===== src/rtl/brsub_pkg.sv =====
package brsub_pkg;

  // Instruction class in bits [31:29]
  localparam logic [2:0] CLASS_XFER = 3'b001;

  // Selector values in bits [28:24]
  localparam logic [4:0] SEL_CALL_ABS = 5'h10;
  localparam logic [4:0] SEL_CALL_REL = 5'h11;

  typedef enum logic [1:0] {
    KIND_NONE    = 2'd0,
    KIND_COND    = 2'd1,
    KIND_CALLABS = 2'd2,
    KIND_CALLREL = 2'd3
  } xfer_kind_t;

  typedef struct packed {
    logic n;
    logic z;
    logic c;
    logic v;
  } flags_t;

endpackage


===== src/rtl/brsub_decode.sv =====
module brsub_decode
  import brsub_pkg::*;
#(
  parameter int INSN_W = 32,
  parameter int OFS_W  = 24
) (
  input  logic [INSN_W-1:0] instr,
  output xfer_kind_t        kind,
  output logic [3:0]        cond,
  output logic [OFS_W-1:0]  field,
  output logic              sentinel
);
  localparam int SEL_LSB = OFS_W;
  localparam logic [OFS_W-1:0] SENT_VAL = {1'b1, {(OFS_W-1){1'b0}}};

  logic [2:0] cls;
  logic [4:0] sel;

  always_comb begin
    cls      = instr[INSN_W-1 -: 3];
    sel      = instr[SEL_LSB +: 5];
    field    = instr[OFS_W-1:0];
    cond     = sel[3:0];
    sentinel = (field == SENT_VAL);
    kind     = KIND_NONE;
    if (cls == CLASS_XFER) begin
      if (!sel[4])                  kind = KIND_COND;
      else if (sel == SEL_CALL_ABS) kind = KIND_CALLABS;
      else if (sel == SEL_CALL_REL) kind = KIND_CALLREL;
      else                          kind = KIND_NONE;
    end
  end

endmodule


===== src/rtl/brsub_cond_eval.sv =====
module brsub_cond_eval
  import brsub_pkg::*;
(
  input  flags_t     flags,
  input  logic [3:0] cond,
  output logic       pass
);
  // Each even code is a base test; the following odd code is its complement.
  logic [7:0] base;
  logic       lt_s;

  always_comb begin
    lt_s    = flags.n ^ flags.v;
    base[0] = 1'b0;
    base[1] = flags.z;
    base[2] = flags.c;
    base[3] = flags.v;
    base[4] = flags.n;
    base[5] = flags.c | flags.z;
    base[6] = lt_s;
    base[7] = lt_s | flags.z;
    pass    = base[cond[3:1]] ^ cond[0];
  end

endmodule


===== src/rtl/brsub_target.sv =====
module brsub_target
  import brsub_pkg::*;
#(
  parameter int ADDR_W   = 32,
  parameter int OFS_W    = 24,
  parameter int SCALE_SH = 2,
  parameter int INSN_W   = 32
) (
  input  xfer_kind_t        kind,
  input  logic [ADDR_W-1:0] pc,
  input  logic [OFS_W-1:0]  field,
  input  logic              sentinel,
  input  logic [ADDR_W-1:0] ext_word,
  output logic              ext_used,
  output logic [ADDR_W-1:0] seq_pc,
  output logic [ADDR_W-1:0] target
);
  localparam int INSN_BYTES = INSN_W / 8;
  localparam int PAD_W      = ADDR_W - OFS_W - SCALE_SH;

  logic [ADDR_W-1:0] step;
  logic [ADDR_W-1:0] scaled;
  logic [ADDR_W-1:0] disp;

  always_comb begin
    ext_used = (kind != KIND_NONE) && sentinel;
    step     = ext_used ? ADDR_W'(2 * INSN_BYTES) : ADDR_W'(INSN_BYTES);
    seq_pc   = pc + step;
    scaled   = {{PAD_W{field[OFS_W-1]}}, field, {SCALE_SH{1'b0}}};
    disp     = ext_used ? ext_word : scaled;
    if (kind == KIND_CALLABS) target = disp;
    else                      target = seq_pc + disp;
  end

endmodule


===== src/rtl/brsub_unit.sv =====
module brsub_unit
  import brsub_pkg::*;
#(
  parameter int ADDR_W   = 32,
  parameter int INSN_W   = 32,
  parameter int OFS_W    = 24,
  parameter int SCALE_SH = 2
) (
  input  logic              clk,
  input  logic              rst_n,
  input  logic              in_valid,
  input  logic [INSN_W-1:0] instr,
  input  logic [ADDR_W-1:0] pc,
  input  logic              flag_n,
  input  logic              flag_z,
  input  logic              flag_c,
  input  logic              flag_v,
  input  logic [ADDR_W-1:0] ext_word,
  output logic              out_valid,
  output logic              is_branch,
  output logic              taken,
  output logic [ADDR_W-1:0] next_pc,
  output logic              link_we,
  output logic [ADDR_W-1:0] link_val,
  output logic              ext_used
);
  // Reset: asserted asynchronously, released on a clock edge
  logic [1:0] rst_pipe;
  logic       rst_ok;

  always_ff @(posedge clk or negedge rst_n) begin
    if (!rst_n) rst_pipe <= 2'b00;
    else        rst_pipe <= {rst_pipe[0], 1'b1};
  end
  assign rst_ok = rst_pipe[1];

  xfer_kind_t        kind;
  logic [3:0]        cond;
  logic [OFS_W-1:0]  field;
  logic              sentinel;
  logic              cond_pass;
  logic              ext_hit;
  logic [ADDR_W-1:0] seq_pc;
  logic [ADDR_W-1:0] target;
  flags_t            flags;

  assign flags = '{n: flag_n, z: flag_z, c: flag_c, v: flag_v};

  brsub_decode #(.INSN_W(INSN_W), .OFS_W(OFS_W)) u_decode (
    .instr    (instr),
    .kind     (kind),
    .cond     (cond),
    .field    (field),
    .sentinel (sentinel)
  );

  brsub_cond_eval u_cond (
    .flags (flags),
    .cond  (cond),
    .pass  (cond_pass)
  );

  brsub_target #(
    .ADDR_W(ADDR_W), .OFS_W(OFS_W), .SCALE_SH(SCALE_SH), .INSN_W(INSN_W)
  ) u_target (
    .kind     (kind),
    .pc       (pc),
    .field    (field),
    .sentinel (sentinel),
    .ext_word (ext_word),
    .ext_used (ext_hit),
    .seq_pc   (seq_pc),
    .target   (target)
  );

  // Next-state logic
  logic              nx_isbr;
  logic              nx_taken;
  logic [ADDR_W-1:0] nx_pc;
  logic              nx_lwe;
  logic              res_en;

  always_comb begin
    res_en  = in_valid;
    nx_isbr = (kind != KIND_NONE);
    nx_lwe  = (kind == KIND_CALLABS) || (kind == KIND_CALLREL);
    unique case (kind)
      KIND_COND:                  nx_taken = cond_pass;
      KIND_CALLABS, KIND_CALLREL: nx_taken = 1'b1;
      default:                    nx_taken = 1'b0;
    endcase
    nx_pc = nx_taken ? target : seq_pc;
  end

  // Registers
  always_ff @(posedge clk or negedge rst_ok) begin
    if (!rst_ok) begin
      out_valid <= 1'b0;
    end else begin
      out_valid <= in_valid;
    end
  end

  always_ff @(posedge clk or negedge rst_ok) begin
    if (!rst_ok) begin
      is_branch <= 1'b0;
      taken     <= 1'b0;
      next_pc   <= '0;
      link_we   <= 1'b0;
      link_val  <= '0;
      ext_used  <= 1'b0;
    end else if (res_en) begin
      is_branch <= nx_isbr;
      taken     <= nx_taken;
      next_pc   <= nx_pc;
      link_we   <= nx_lwe;
      link_val  <= seq_pc;
      ext_used  <= ext_hit;
    end
  end

endmodule


===== config.mk =====
export PLATFORM = sky130hd
export DESIGN_NAME = brsub_unit
export DESIGN_NICKNAME = d
export VERILOG_FILES = /design/src/rtl/brsub_pkg.sv /design/src/rtl/brsub_decode.sv /design/src/rtl/brsub_cond_eval.sv /design/src/rtl/brsub_target.sv /design/src/rtl/brsub_unit.sv
export SDC_FILE = /design/constraint.sdc
export NUM_CORES = 1
export LEC_CHECK = 0
export CORE_MARGIN = 3
export CORE_UTILIZATION = 45
export DETAILED_ROUTE_END_ITERATION = 10
export DONT_BUFFER_PORTS = 1
export PLACE_DENSITY_LB_ADDON = 0.2
export SETUP_SLACK_MARGIN = 0.05
export SLEW_MARGIN = 10
export SYNTH_ARGS = -nofsm -noshare
export SYNTH_HDL_FRONTEND = slang
export SYNTH_SLANG_ARGS = --single-unit
export TNS_END_PERCENT = 50

===== constraint.sdc =====
create_clock -name clk -period 2.8 [get_ports clk]
set_input_delay 0.28 -clock clk [delete_from_list [all_inputs] [get_ports clk]]
set_output_delay 0.28 -clock clk [all_outputs]
set_load 0.01 [all_outputs]

==> results.py, run 1 <==
metrics = {
    "flow_run": {
        "cap_violations": 0,
    },
    "die": {
        "initial_core_util_pct": 46.9,
        "fp.dieW_um": 122,
        "dieHeight_um": 122,
        "pin_count": 172,
        "fp.coreArea_um2": 12900,
        "rows": 41,
        "dieArea_um2": 14800,
    },
    "pwr": {
        "ir_worst_vdd_uv": 244,
        "p_seq_share_pct": 36.0,
        "p_per_area_nw_per_um2": 408,
        "power_uw": 3540,
        "sw_frac_of_total_pct": 33.6,
        "p_int_uw": 2350,
        "leakage_uw": 0.00412,
        "pwr-share-clk_pct": 31.7,
        "p_sw_uw": 1190,
        "p_comb_share_pct": 32.3,
    },
    "worst_setup_path": {
        "crit_required_ns": 3.07,
        "path_max_fanout": 3,
        "cp-end-kind": "register",
        "crit_arrival_ns": 4.74,
        "worstSetupPathType": "input pin to register",
        "critPathLaunchType": "input pin",
    },
    "cts": {
        "numCtsBuffers": 9,
        "clock_path_buffers": 2,
        "cts.root.buffer_cell": "clkbuf_16",
        "clk_latency_ns": 0.35,
        "htreeDepth": 3,
        "clk_pin_slew_worst_paths_ns": 0.07,
        "clock_sinks": 71,
        "cts_tree": "done",
    },
    "cells_and_area": {
        "synthToLayoutAreaGrowth_pct": 44.1,
        "finalNetCount": 1041,
        "post-route-util_pct": 67.6,
        "multi_input_area_um2": 4690,
        "fill_cells": 1021,
        "drive_gt1_share_pct": 38.4,
        "antenna_cells": 0,
        "ff_latch_area_um2": 1780,
        "design_area_um2": 8700,
    },
    "placement": {
        "portBuffers": 0,
        "place_area_um2": 7720,
        "finalWeightedCongestion": 0.943,
        "preCtsSetupSlack_ns": -2.03,
        "dp_hpwl_um": 16200,
    },
    "routing": {
        "firstDrtPassIters": 5,
        "initialDrtViolationCount": 400,
        "finalWirelength_um": 22300,
        "avgViaCountPerCell": 5.86,
        "antenna_left": 0,
        "vias": 6328,
        "wl_per_cell_um": 20.6,
        "drc": 0,
    },
    "timing": {
        "slew_viol_final": 0,
        "period_needed_ns": 4.46,
        "fin_crit_sh_pct": 159,
        "finalHoldViolations": 0,
        "setup_viol": 28,
        "worst_slack_ns": -1.66,
        "fmax_mhz": 224,
        "rsz0062_at_grt": "true",
        "worst_pin_slew_ns": 0.943,
        "timing.slew.headroom_pct": 37.1,
        "fin_skew_ns": 0.00693,
    },
    "synth": {
        "synth_ff_type": "dfrtp_1",
        "syn-num-nets": 863,
        "ys_seq_area_share_pct": 29.4,
        "ys_types": 73,
        "synth_edf_count": 0,
        "ys_ff_latch": 71,
        "ys_async_sr_fraction_pct": 100,
        "avgSynthCellArea_um2": 8.33,
        "yosysWarnings": 0,
        "syn_inst": 725,
        "syn-cell-area_um2": 6040,
    },
    "outcome": {
        "outcome": "finished, violations left",
        "violations": "setup timing",
    },
    "global_route": {
        "grt_antenna_before_repair": 0,
        "grt_pass1_vias": 6377,
        "track_usage_pct": 28.9,
        "grt_max_degree": 97,
        "grt_first_pass_wirelength_um": 33100,
        "grt_overflow": 0,
    },
    "worst_hold_path": {
        "hold_class": "input pin to register",
    },
}
==> final timing paths <==
check,startpoint,to,slack [ns],depth (start not counted)
worst max-delay path,instr[0],next_pc[31]$_DFFE_PN0P_,-1.66,21
worst min-delay path,in_valid,link_val[27]$_DFFE_PN0P_,0.02,1
worst max register to register,rst_pipe[1]$_DFF_PN0_,link_val[18]$_DFFE_PN0P_,1.71,0
worst min register to register,rst_pipe[0]$_DFF_PN0_,rst_pipe[1]$_DFF_PN0_,0.35,0
max in group asynchronous,rst_pipe[1]$_DFF_PN0_,link_val[18]$_DFFE_PN0P_,1.71,0
min in group asynchronous,rst_n,rst_pipe[1]$_DFF_PN0_,0.16,1
==> registers in the layout (all words and copies together) (netlist names) <==
name	cells
ext_used	1
is_branch	1
link_val	32
link_we	1
next_pc	32
out_valid	1
rst_pipe	2
taken	1
==> area by class of cell <==
class                           instances  area share, %
Tap cell                              172           2.47
Clock inverter                          6          0.518
Multi-Input combinational cell        571           53.9
Timing Repair Buffer                  197           17.6
Inverter                               53           2.29
Clock buffer                           10           2.75
Sequential cell                        71           20.5
==> synth_stat cells, types with 3 or more instances <==
| cell | n | area [um^2] |
|---|---|---|
| a211oi_1 | 6 | 45.0 |
| mux2_2 | 18 | 203 |
| nand4_1 | 6 | 37.5 |
| nand2_1 | 53 | 199 |
| o21ai_0 | 46 | 230 |
| nand2b_1 | 7 | 43.8 |
| or3_1 | 3 | 18.8 |
| nor2_1 | 77 | 289 |
| o21a_1 | 4 | 30.0 |
| and3_1 | 8 | 50.1 |
| nor4_2 | 4 | 50.1 |
| nand3_1 | 22 | 110 |
| xnor2_1 | 23 | 201 |
| or2_2 | 4 | 25.0 |
| a21boi_0 | 3 | 22.5 |
| a21oi_1 | 65 | 325 |
| nor4_1 | 5 | 31.3 |
| xor2_1 | 24 | 210 |
| dfrtp_1 | 71 | 1780 |
| mux2i_1 | 12 | 120 |
| o211ai_1 | 8 | 60.1 |
| inv_1 | 52 | 195 |
| nor3_1 | 9 | 45.0 |
| clkbuf_1 | 27 | 101 |
| and2_1 | 5 | 31.3 |
| nor2b_1 | 9 | 56.3 |
| o22ai_1 | 7 | 43.8 |
| a21o_1 | 49 | 368 |
| buf_1 | 3 | 11.3 |
| ha_1 | 33 | 413 |
| a31oi_1 | 7 | 43.8 |
==> cell families (layout without fill, tap and decap cells) <==
kind of cell	Yosys count	after routing	share of synthesized area [%]
compound gates	234	234	26.6
simple gates	221	221	18.1
buf+inv	83	266	5.16
flops	71	71	29.4
xor+xnor	50	50	7.85
fa+ha+maj	35	35	7.50
mux	30	30	5.35
other cells	1	1	0.0621
==> power by group through the flow <==
| stage | Sequential, uW | Clock, uW | Combinational [uW] |
|---|---|---|---|
| 2_1_floorplan | 1260 | 0 | 643 |
| 3_3_place_gp | 1300 | 0 | 945 |
| 3_5_place_dp | 1300 | 0 | 971 |
| 4_1_cts | 1280 | 1140 | 1050 |
| 5_1_grt | 1290 | 1180 | 1240 |
| 6_report | 1280 | 1130 | 1140 |
==> worst max-delay path, cell delays in order <==
cell and delay [ns]:
nor4_4 0.25, buf_4 0.17, nand4_4 0.11, nor3_4 0.26, inv_2 0.08, ha_4 0.17
fa_2 0.35, buf_6 0.13, nand3_4 0.09, xnor2_4 0.14, ha_4 0.24, a2111oi_4 0.34
o211ai_1 0.23, a311o_1 0.41, a21oi_4 0.20, nor4_4 0.07, o21a_1 0.26, a311o_1 0.35
a2111oi_4 0.35, nor3_2 0.08, o221ai_2 0.15
==> cell usage in the layout, fill, tap and decap left out, types with 18 or more instances in the layout <==
cell and instances:
inv_1 47, nand3_1 21, a21oi_1 53, buf_4 184, nor2_1 73, nand2_1 50, o21ai_0 27, ha_1 18
a21o_1 49, dfrtp_1 70, xnor2_1 21
==> metrics by stage <==
stage	std cells	hold WS [ns]	TNS (ns)
2_1_floorplan	725	-0.0156	-31.66
3_3_place_gp	1027	-0.0155	-41.13
3_5_place_dp	1027	-0.0155	-43.54
4_1_cts	1065	0.00585	-30.85
5_1_grt	1080	0.00281	-40.61
6_report	1080	0.0178	-34.41
==> metal layers <==
layer  part of all wire (%)  track usage, %  vias to the layer above
met4                    3.9            12.5                        0
met1                     40            35.6                     3051
met2                     48            48.5                      275
li1                       -               -                     2943
met3                    8.0            6.87                       59
met5                      0               0                        -
==> timing repair <==
action                                  4_1_cts  5_1_grt
endpoints found under the setup margin       29       32
buffers inserted                             20       16
hold buffers                                  2        0
endpoints found under the hold margin         3        0
resized for setup                            52       40
pin swaps                                    30       38
Note: power is estimated with default switching activity, not from simulation.
==> run 2: changes to the inputs <==
Settings changed: SKIP_CTS_REPAIR_TIMING from default to 1.
Clock period 2.8 ns to 4.2 ns, I/O delays scaled along.
==> results.py, run 2 (synthesis gave the netlist of run 1 again) <==
metrics = {
    "outcome": {
        "outcome": "finished, violations left",
        "violations": "setup timing",
    },
    "cts": {
        "numCtsBuffers": 9,
        "clock_path_buffers": 2,
        "clk_pin_slew_worst_paths_ns": 0.06,
        "clk_latency_ns": 0.35,
        "clock_sinks": 71,
        "htreeDepth": 3,
        "cts_tree": "done",
        "cts.root.buffer_cell": "clkbuf_16",
    },
    "placement": {
        "dp_hpwl_um": 16100,
        "finalWeightedCongestion": 0.922,
        "portBuffers": 0,
    },
    "pwr": {
        "p_per_area_nw_per_um2": 277,
        "leakage_uw": 0.00387,
        "power_uw": 2300,
        "ir_worst_vdd_uv": 199,
    },
    "cells_and_area": {
        "layout_commonest_cell": "buf_4",
        "multi_input_area_um2": 4660,
        "antenna_cells": 0,
        "drive_gt1_share_pct": 35.5,
        "fill_cells": 1077,
        "synthToLayoutAreaGrowth_pct": 37.4,
        "finalNetCount": 996,
        "final_cell_mix": "buf_4, nor2_1, dfrtp_1",
        "reg.largest.list": "link_val (32), next_pc (32), rst_pipe (2)",
        "ff_latch_area_um2": 1780,
    },
    "die": {
        "dieArea_um2": 14800,
        "initial_core_util_pct": 46.9,
        "fp.dieW_um": 122,
        "fp.coreArea_um2": 12900,
        "rows": 41,
        "dieHeight_um": 122,
        "pin_count": 172,
    },
    "global_route": {
        "grt_antenna_before_repair": 0,
        "grt_first_pass_wirelength_um": 31600,
        "grt_max_degree": 97,
        "grt_pass1_vias": 6162,
        "track_usage_pct": 28.1,
        "grt_overflow": 0,
    },
    "routing": {
        "firstDrtPassIters": 5,
        "vias": 6039,
        "initialDrtViolationCount": 346,
        "avgViaCountPerCell": 5.83,
        "drc": 0,
        "finalWirelength_um": 21600,
        "antenna_left": 0,
        "wl_per_cell_um": 20.9,
    },
    "worst_setup_path": {
        "crit_chain": "nor4_4, nand4_4, nor3_4, inv_2, ha_4, fa_2, and4_4, nand2_4, nor3_4, nand4_1, nor2_1, xnor2_1, inv_1, ha_4, a21o_1, a21o_1, a21o_1, a21o_1, a21o_1, a21o_1, a311o_1, a2111oi_4, nor3_2, o221ai_2",
        "path_max_fanout": 4,
        "critPathMaxStageDelay_ns": 0.41,
        "crit_buf_inv": 2,
        "worstSetupPathType": "input pin to register",
        "slowest_stage": "nor4_4",
        "cp-end-kind": "register",
        "critPathLaunchType": "input pin",
        "crit_required_ns": 4.47,
        "crit_family": "compound AO/OA/AOI/OAI gates",
        "crit_path_frequent_cell": "a21o_1",
        "crit_arrival_ns": 4.71,
        "reg2reg_setup_slack_ns": 2.83,
    },
    "worst_hold_path": {
        "hold_class": "input pin to register",
    },
    "timing": {
        "finalHoldViolations": 0,
        "fin_crit_sh_pct": 106,
        "slew_viol_final": 0,
        "fmax_mhz": 225,
        "worst_pin_slew_ns": 1.02,
        "finalSetupTns_ns": -1.52,
        "setup_viol": 14,
        "rsz0062_at_grt": "true",
        "worst_slack_ns": -0.242,
        "period_needed_ns": 4.44,
        "fin_skew_ns": 0.00675,
        "timing.slew.headroom_pct": 31.8,
    },
    "flow_run": {
        "cap_violations": 0,
    },
}
[run 2: cell types whose count changed in the layout (fill, tap and decap cells not counted), sizes merged]
cell and change:
clkinvlp -1, dlygate4sd3 -1, clkbuf +1, buf -44
[run 2: metal layers]
metal	vias to the layer above	share of wire (%)	GRT usage, %
li1	2847	-	-
met1	2885	36	30.0
met2	239	50	48.9
met3	68	8.4	9.94
met4	0	5.3	14.4
met5	-	0	0
[run 2: power by group]
group | leakage [uW] | internal, uW | switching, uW
Combinational | 0.00291 | 368 | 347
Clock | 0.000132 | 416 | 323
Sequential | 0.000824 | 752 | 92.0
Total | 0.00387 | 1540 | 761
[run 2: path summary, 6_finish.rpt]
path / start / depth (start not counted) / end
worst min register to register: rst_pipe[0]$_DFF_PN0_ / 0 / rst_pipe[1]$_DFF_PN0_
max in group asynchronous: rst_pipe[1]$_DFF_PN0_ / 1 / link_val[18]$_DFFE_PN0P_
worst max register to register: rst_pipe[1]$_DFF_PN0_ / 1 / link_val[18]$_DFFE_PN0P_
worst max-delay path: instr[20] / 24 / next_pc[31]$_DFFE_PN0P_
min in group asynchronous: rst_n / 1 / rst_pipe[0]$_DFF_PN0_
worst min-delay path: in_valid / 0 / out_valid$_DFF_PN0_
[run 2: cell type report]
| class | count | area share [%] |
|---|---|---|
| well taps | 172 | 2.59 |
| clock inverters | 5 | 0.407 |
| clock buffers | 11 | 2.93 |
| flip-flops and latches | 71 | 21.4 |
| inverters | 53 | 2.43 |
| repair buffers | 152 | 14.0 |
| multi-input cells | 571 | 56.2 |
[run 2: through the flow]
step           util, %  cells  hold WS [ns]  area, um^2  setup WS, ns
4_1_cts           59.8   1016        -0.251        7710        -0.346
5_1_grt           64.4   1035         0.110        8290        -0.476
3_5_place_dp      57.7   1000         0.124        7430        -0.698
3_3_place_gp      57.7   1000         0.124        7430        -0.607
2_1_floorplan        -    725         0.124        6340        -0.633
6_report          64.4   1035         0.133        8290        -0.242
